**src/rtl/edge_shaper_pkg.sv**
```systemverilog
package edge_shaper_pkg;
  // Samples ramped at each end of an active line.
  localparam int RAMP_LEN = 3;

  // Ordered from smallest to largest weight, so a numeric min selects the smaller weight.
  typedef enum logic [1:0] {
    W_EIGHTH = 2'd0,
    W_HALF   = 2'd1,
    W_SEVEN8 = 2'd2,
    W_UNITY  = 2'd3
  } ramp_weight_e;

  function automatic ramp_weight_e weight_min(ramp_weight_e a, ramp_weight_e b);
    return (a < b) ? a : b;
  endfunction
endpackage

```
**src/rtl/edge_delay_line.sv**
```systemverilog
module edge_delay_line #(
  parameter int W     = 10,
  parameter int DEPTH = 3
) (
  input  logic             clk,
  input  logic             rst_n,
  input  logic             adv,
  input  logic [W-1:0]     luma_d,
  input  logic             act_d,
  output logic [W-1:0]     luma_old,
  output logic [DEPTH-1:0] act_tap
);
  logic [W-1:0] luma_st [DEPTH];

  for (genvar g = 0; g < DEPTH; g++) begin : g_stage
    logic [W-1:0] luma_src;
    logic         act_src;
    if (g == 0) begin : g_head
      assign luma_src = luma_d;
      assign act_src  = act_d;
    end else begin : g_body
      assign luma_src = luma_st[g-1];
      assign act_src  = act_tap[g-1];
    end
    always_ff @(posedge clk or negedge rst_n) begin
      if (!rst_n) begin
        luma_st[g] <= '0;
        act_tap[g] <= 1'b0;
      end else if (adv) begin
        luma_st[g] <= luma_src;
        act_tap[g] <= act_src;
      end
    end
  end

  assign luma_old = luma_st[DEPTH-1];
endmodule

```
**src/rtl/edge_weight_sel.sv**
```systemverilog
module edge_weight_sel
  import edge_shaper_pkg::*;
(
  input  logic                clk,
  input  logic                rst_n,
  input  logic                adv,
  input  logic                cur_act,
  input  logic [RAMP_LEN-1:0] ahead_act,   // [0] is the nearest following sample
  output ramp_weight_e        head_w,
  output ramp_weight_e        tail_w,
  output ramp_weight_e        wsel
);
  ramp_weight_e head_q;
  logic         prev_act;

  // Weight from the distance to the line start, saturating at unity.
  always_comb begin
    if (!cur_act || !prev_act) head_w = W_EIGHTH;
    else if (head_q == W_UNITY) head_w = W_UNITY;
    else head_w = ramp_weight_e'(head_q + 2'd1);
  end

  // Weight from the distance to the first inactive sample ahead.
  always_comb begin
    tail_w = W_UNITY;
    for (int i = RAMP_LEN - 1; i >= 0; i--) begin
      if (!ahead_act[i]) tail_w = ramp_weight_e'(2'(i));
    end
  end

  assign wsel = weight_min(head_w, tail_w);

  always_ff @(posedge clk or negedge rst_n) begin
    if (!rst_n) begin
      head_q   <= W_EIGHTH;
      prev_act <= 1'b0;
    end else if (adv) begin
      head_q   <= head_w;
      prev_act <= cur_act;
    end
  end
endmodule

```
**src/rtl/edge_scaler.sv**
```systemverilog
module edge_scaler
  import edge_shaper_pkg::*;
#(
  parameter int W = 10
) (
  input  logic [W-1:0] x,
  input  ramp_weight_e w,
  output logic [W-1:0] y
);
  function automatic logic [W-1:0] ramp_scale(logic [W-1:0] v, ramp_weight_e k);
    case (k)
      W_EIGHTH: return v >> 3;
      W_HALF:   return v >> 1;
      W_SEVEN8: return v - (v >> 3);
      default:  return v;
    endcase
  endfunction

  assign y = ramp_scale(x, w);
endmodule

```
**src/rtl/luma_edge_shaper.sv**
```systemverilog
module luma_edge_shaper
  import edge_shaper_pkg::*;
#(
  parameter int LUMA_W = 10
) (
  input  logic              clk,
  input  logic              rst_n,
  input  logic              pix_en,
  input  logic              shape_on,
  input  logic              act_in,
  input  logic [LUMA_W-1:0] luma_in,
  output logic              act_out,
  output logic [LUMA_W-1:0] luma_out
);
  localparam int DEPTH = RAMP_LEN;

  logic [LUMA_W-1:0] tap_luma;
  logic [DEPTH-1:0]  act_tap;
  logic              tap_act;
  logic [DEPTH-1:0]  ahead_act;
  ramp_weight_e      head_w, tail_w, wsel;
  logic [LUMA_W-1:0] shaped;
  logic [LUMA_W-1:0] luma_nxt;

  edge_delay_line #(.W(LUMA_W), .DEPTH(DEPTH)) u_dly (
    .clk(clk), .rst_n(rst_n), .adv(pix_en),
    .luma_d(luma_in), .act_d(act_in),
    .luma_old(tap_luma), .act_tap(act_tap)
  );

  assign tap_act = act_tap[DEPTH-1];

  // The look-ahead runs from the nearest delayed sample out to the live input.
  for (genvar i = 0; i < DEPTH; i++) begin : g_ahead
    if (i < DEPTH - 1) begin : g_tap
      assign ahead_act[i] = act_tap[DEPTH-2-i];
    end else begin : g_live
      assign ahead_act[i] = act_in;
    end
  end

  edge_weight_sel u_wsel (
    .clk(clk), .rst_n(rst_n), .adv(pix_en),
    .cur_act(tap_act), .ahead_act(ahead_act),
    .head_w(head_w), .tail_w(tail_w), .wsel(wsel)
  );

  edge_scaler #(.W(LUMA_W)) u_scl (.x(tap_luma), .w(wsel), .y(shaped));

  assign luma_nxt = (shape_on && tap_act) ? shaped : tap_luma;

  always_ff @(posedge clk or negedge rst_n) begin
    if (!rst_n) begin
      luma_out <= '0;
      act_out  <= 1'b0;
    end else if (pix_en) begin
      luma_out <= luma_nxt;
      act_out  <= tap_act;
    end
  end
endmodule

```
**config.mk**
```make
export PLATFORM = sky130hd
export DESIGN_NAME = luma_edge_shaper
export DESIGN_NICKNAME = d
export VERILOG_FILES = /design/src/rtl/edge_shaper_pkg.sv /design/src/rtl/edge_delay_line.sv /design/src/rtl/edge_weight_sel.sv /design/src/rtl/edge_scaler.sv /design/src/rtl/luma_edge_shaper.sv
export SDC_FILE = /design/constraint.sdc
export NUM_CORES = 1
export LEC_CHECK = 0
export BUFFER_PORTS_ARGS = -buffer_cell sky130_fd_sc_hd__buf_2
export CAP_MARGIN = 20
export CORE_UTILIZATION = 59
export CTS_CLUSTER_SIZE = 28
export DETAILED_ROUTE_END_ITERATION = 6
export HOLD_SLACK_MARGIN = 0.06
export PLACE_DENSITY_LB_ADDON = 0.12
export SYNTH_ARGS = -nofsm -noshare
export SYNTH_HDL_FRONTEND = slang
export SYNTH_HIERARCHICAL = 1
export SYNTH_SLANG_ARGS = --single-unit
```
**constraint.sdc**
```tcl
create_clock -name clk -period 3.27 [get_ports clk]
set_clock_uncertainty 0.05 [all_clocks]
set_input_delay 0.327 -clock clk [delete_from_list [all_inputs] [get_ports clk]]
set_output_delay 0.327 -clock clk [all_outputs]
set_load 0.02 [all_outputs]
```
==> impl_metrics.csv <==
group,metric,value,unit
die,die_w,70.4,microns
critical_path,worst_path_max_delay_cell,"dfrtp_1",
die,ios,26,
yosys,yosys.area_share.simple,0.0675,
pwr,leakage,1.42,nW
routing,antenna_left,0,
hold_path,min_from,"luma_in[2]",
routing,wl_per_cell,16.4,microns
sta,fmax,383,MHz
yosys,ys_ff_latch,47,
yosys,netlist.area_leader.share,0.426,
clock_network,cts_tree,"built",
yosys,yosys.area_share.adder,0.0480,
die,core_area,0.00441,sq mm
sta,finalSetupTns,0,ns
critical_path,worstReg2RegStart,"u_dly/luma_old[3]",
outcome,run_status,"finished, final reports clean",
sta,slew_headroom,0.494,
sta,worst_pin_slew,0.759,ns
sta,rsz0062_at_grt,"false",
critical_path,path_cells,"ha_1, fa_1, nor2b_4, o31a_1, o41ai_2, mux2_1, a22o_1, nand3_1, a31oi_1",
clock_network,clk_latency,0.30,ns
pwr,power,1.85,mW
global_route,grt_start_max_net_pins,48,
run,maxCapViolCount,0,
pwr,peakVddDrop,0.346,mV
global_route,antenna_found_initial,0,
yosys,synth_cells,216,
yosys,synthFlopType,"dfrtp_1",
sta,hold_violations,0,
global_route,grt-ovfl-total,0,
final_layout,diodes,0,
yosys,async_flop_share,1.00,
critical_path,critPathMaxFanout,7,
routing,viasPerCell,5.92,
yosys,synth_compound_area_frac,0.124,
clock_network,cts_setup_buffers,0,
die,row_count,24,
final_layout,drive_above_1_share,0.361,
final_layout,fin_cells,290,
place,placed_cells,281,
place,gp_congestion,0.886,
place,numPortBuffers,25,
yosys,synth_edf_count,0,
yosys,synth_mux_area_frac,0.256,
die,die-area,0.00496,sq mm
clock_network,clock_path_buffers,2,
final_layout,syn_to_final_growth,7.29,%
routing,drt-total-wl,4.74,mm
yosys,yosys_warnings,6,
sta,setup_viol,0,
critical_path,required,3.36,ns
yosys,synth_seq_area_share,0.426,
clock_network,htree_levels,2,
routing,drt_first_pass_iters,4,
final_layout,layout.nets,263,
yosys,syn_nets,241,
critical_path,max_stage_delay,0.47,ns
clock_network,clkTransAtPathRegs,0.08,ns
yosys,synth_common_cells,"47 x dfrtp_1, 30 x mux2_4, 17 x nor2_1",
critical_path,arrival,2.70,ns
yosys,yosysTopAreaCell,"dfrtp_1",
place,dp_hpwl,3.33,mm
sta,min_period_over_period,0.798,
critical_path,cp-startpoint,"u_dly/luma_old[3]",
pwr,power_density,623,mW/mm^2
routing,dr.first_iter.drc_count,67,
yosys,synth_cell_types,38,
global_route,grt_pass1_wl,8.31,mm
yosys,post-synth-top-count-cell,"dfrtp_1",
critical_path,r2r_cells,9,
hold_path,hold_end,"u_dly/g_stage[1].luma_src[2]",
critical_path,startpoint_type,"flip-flop",
critical_path,rrSetupSlack,0.66,ns
critical_path,worstReg2RegEnd,"luma_out[8]",
routing,via_count,1717,
yosys,ys_top_cells_by_area,"dfrtp_1 43%, mux2_4 16%, mux4_2 5.7%, ha_1 4.1%, a21bo_1 3.6%",
clock_network,clockRootBuffer,"clkbuf_8",
clock_network,cts-buffers-inserted,5,
hold_path,whs_path_depth,2,
yosys,syn_area,0.00276,sq mm
sta,min_period,2.61,ns
global_route,grt_pass1_vias,1707,
hold_path,hold_class,"in2reg",
yosys,synth_top_family_by_area,"multiplexers",
sta,slew_viol_final,0,
yosys,yosys.area_share.xor_xnor,0.00951,
routing,drc,0,
global_route,track_usage,0.215,
clock_network,clock_sinks,47,
critical_path,cp-end-kind,"flip-flop",
yosys,synth_area_per_cell,12.8,sq um
die,die_h,70.4,microns
die,start_util,0.626,
critical_path,worstSetupPathType,"reg2reg",
[kinds of logic (layout without fill, tap and decap cells)]
logic type,after synthesis,after routing
DFF,47,47
and+or+nand+nor,40,40
buffers and inverters,28,50
adders and majority gates,10,10
xor gates and xnor gates,3,3
muxes,46,46
AOI/OAI and AO/OA,42,42
[placed cells by master, fill, tap and decap left out, drive strengths merged, types with 6 or more instances in the layout]
cell type / Yosys / routed
clkbuf: 2 / 6
nand2: 6 / 6
dfrtp: 47 / 47
mux2: 38 / 38
a21bo: 10 / 10
nand3: 10 / 10
inv: 13 / 13
a31oi: 10 / 10
buf: 13 / 29
mux4: 7 / 7
ha: 9 / 9
nor2: 17 / 17
[power by group]
group          switching [mW]  internal, mW  leakage [nW]
logic                   0.318         0.350         0.817
registers              0.0956         0.679         0.552
clock network           0.182         0.224        0.0513
total                   0.596          1.25          1.42
[state kept, by name, summed over array words and instances, names as in the netlist]
| name | cells |
|---|---|
| act_out | 1 |
| luma_out | 10 |
| u_dly/act_tap | 1 |
| u_dly/g_stage.act_src | 2 |
| u_dly/g_stage.luma_src | 20 |
| u_dly/luma_old | 10 |
| u_wsel/head_q | 2 |
| u_wsel/prev_act | 1 |
[worst max-delay path by stage]
stage                     slack (ns)     endpoint  cells past startpoint
after floorplan                 0.94  luma_out[2]                      9
after global placement          0.80  luma_out[6]                      9
after detailed placement        0.71  luma_out[8]                      9
after CTS                       0.68  luma_out[8]                      9
after global routing            0.43  luma_out[7]                     10
final                           0.66  luma_out[8]                      9
[per-stage QoR]
step                utilization  hold WS [ns]  cell area, sq um  setup slack, ns
finish                    0.672         0.208              2970            0.660
global route              0.672         0.199              2970            0.427
CTS                       0.665         0.188              2940            0.678
detailed placement        0.642         0.441              2830            0.706
global placement          0.642         0.434              2830            0.803
floorplan                     -       -0.0186              2760            0.940
[cell type report]
class                      count  area, sq um
clock inverter                 1         30.0
fill                         349         1450
sequential                    47         1180
tap                           52         65.1
inverter                      13         48.8
multi-input combinational    141         1400
clock buffer                   6         72.6
timing repair buffer          30          178
[what timing repair did]
action,in CTS,in global routing
hold buffers,0,1
resized for setup,0,0
hold endpoints to repair,0,5
[layer usage]
metal	GRT usage	up-vias	part of all wire
met3	0.0361	6	0.040
met5	0	-	0
met4	0.0800	0	0.011
met1	0.294	848	0.46
li1	-	815	-
met2	0.344	48	0.49
[critical path, delay by kind of cell, from the launching register on]
kind,cells,cell delay [ns]
DFF,1,0.47
muxes,1,0.37
AOI/OAI and AO/OA,4,0.90
and+or+nand+nor,2,0.14
adders and majority gates,2,0.53
(Power assumes the default switching activity.)
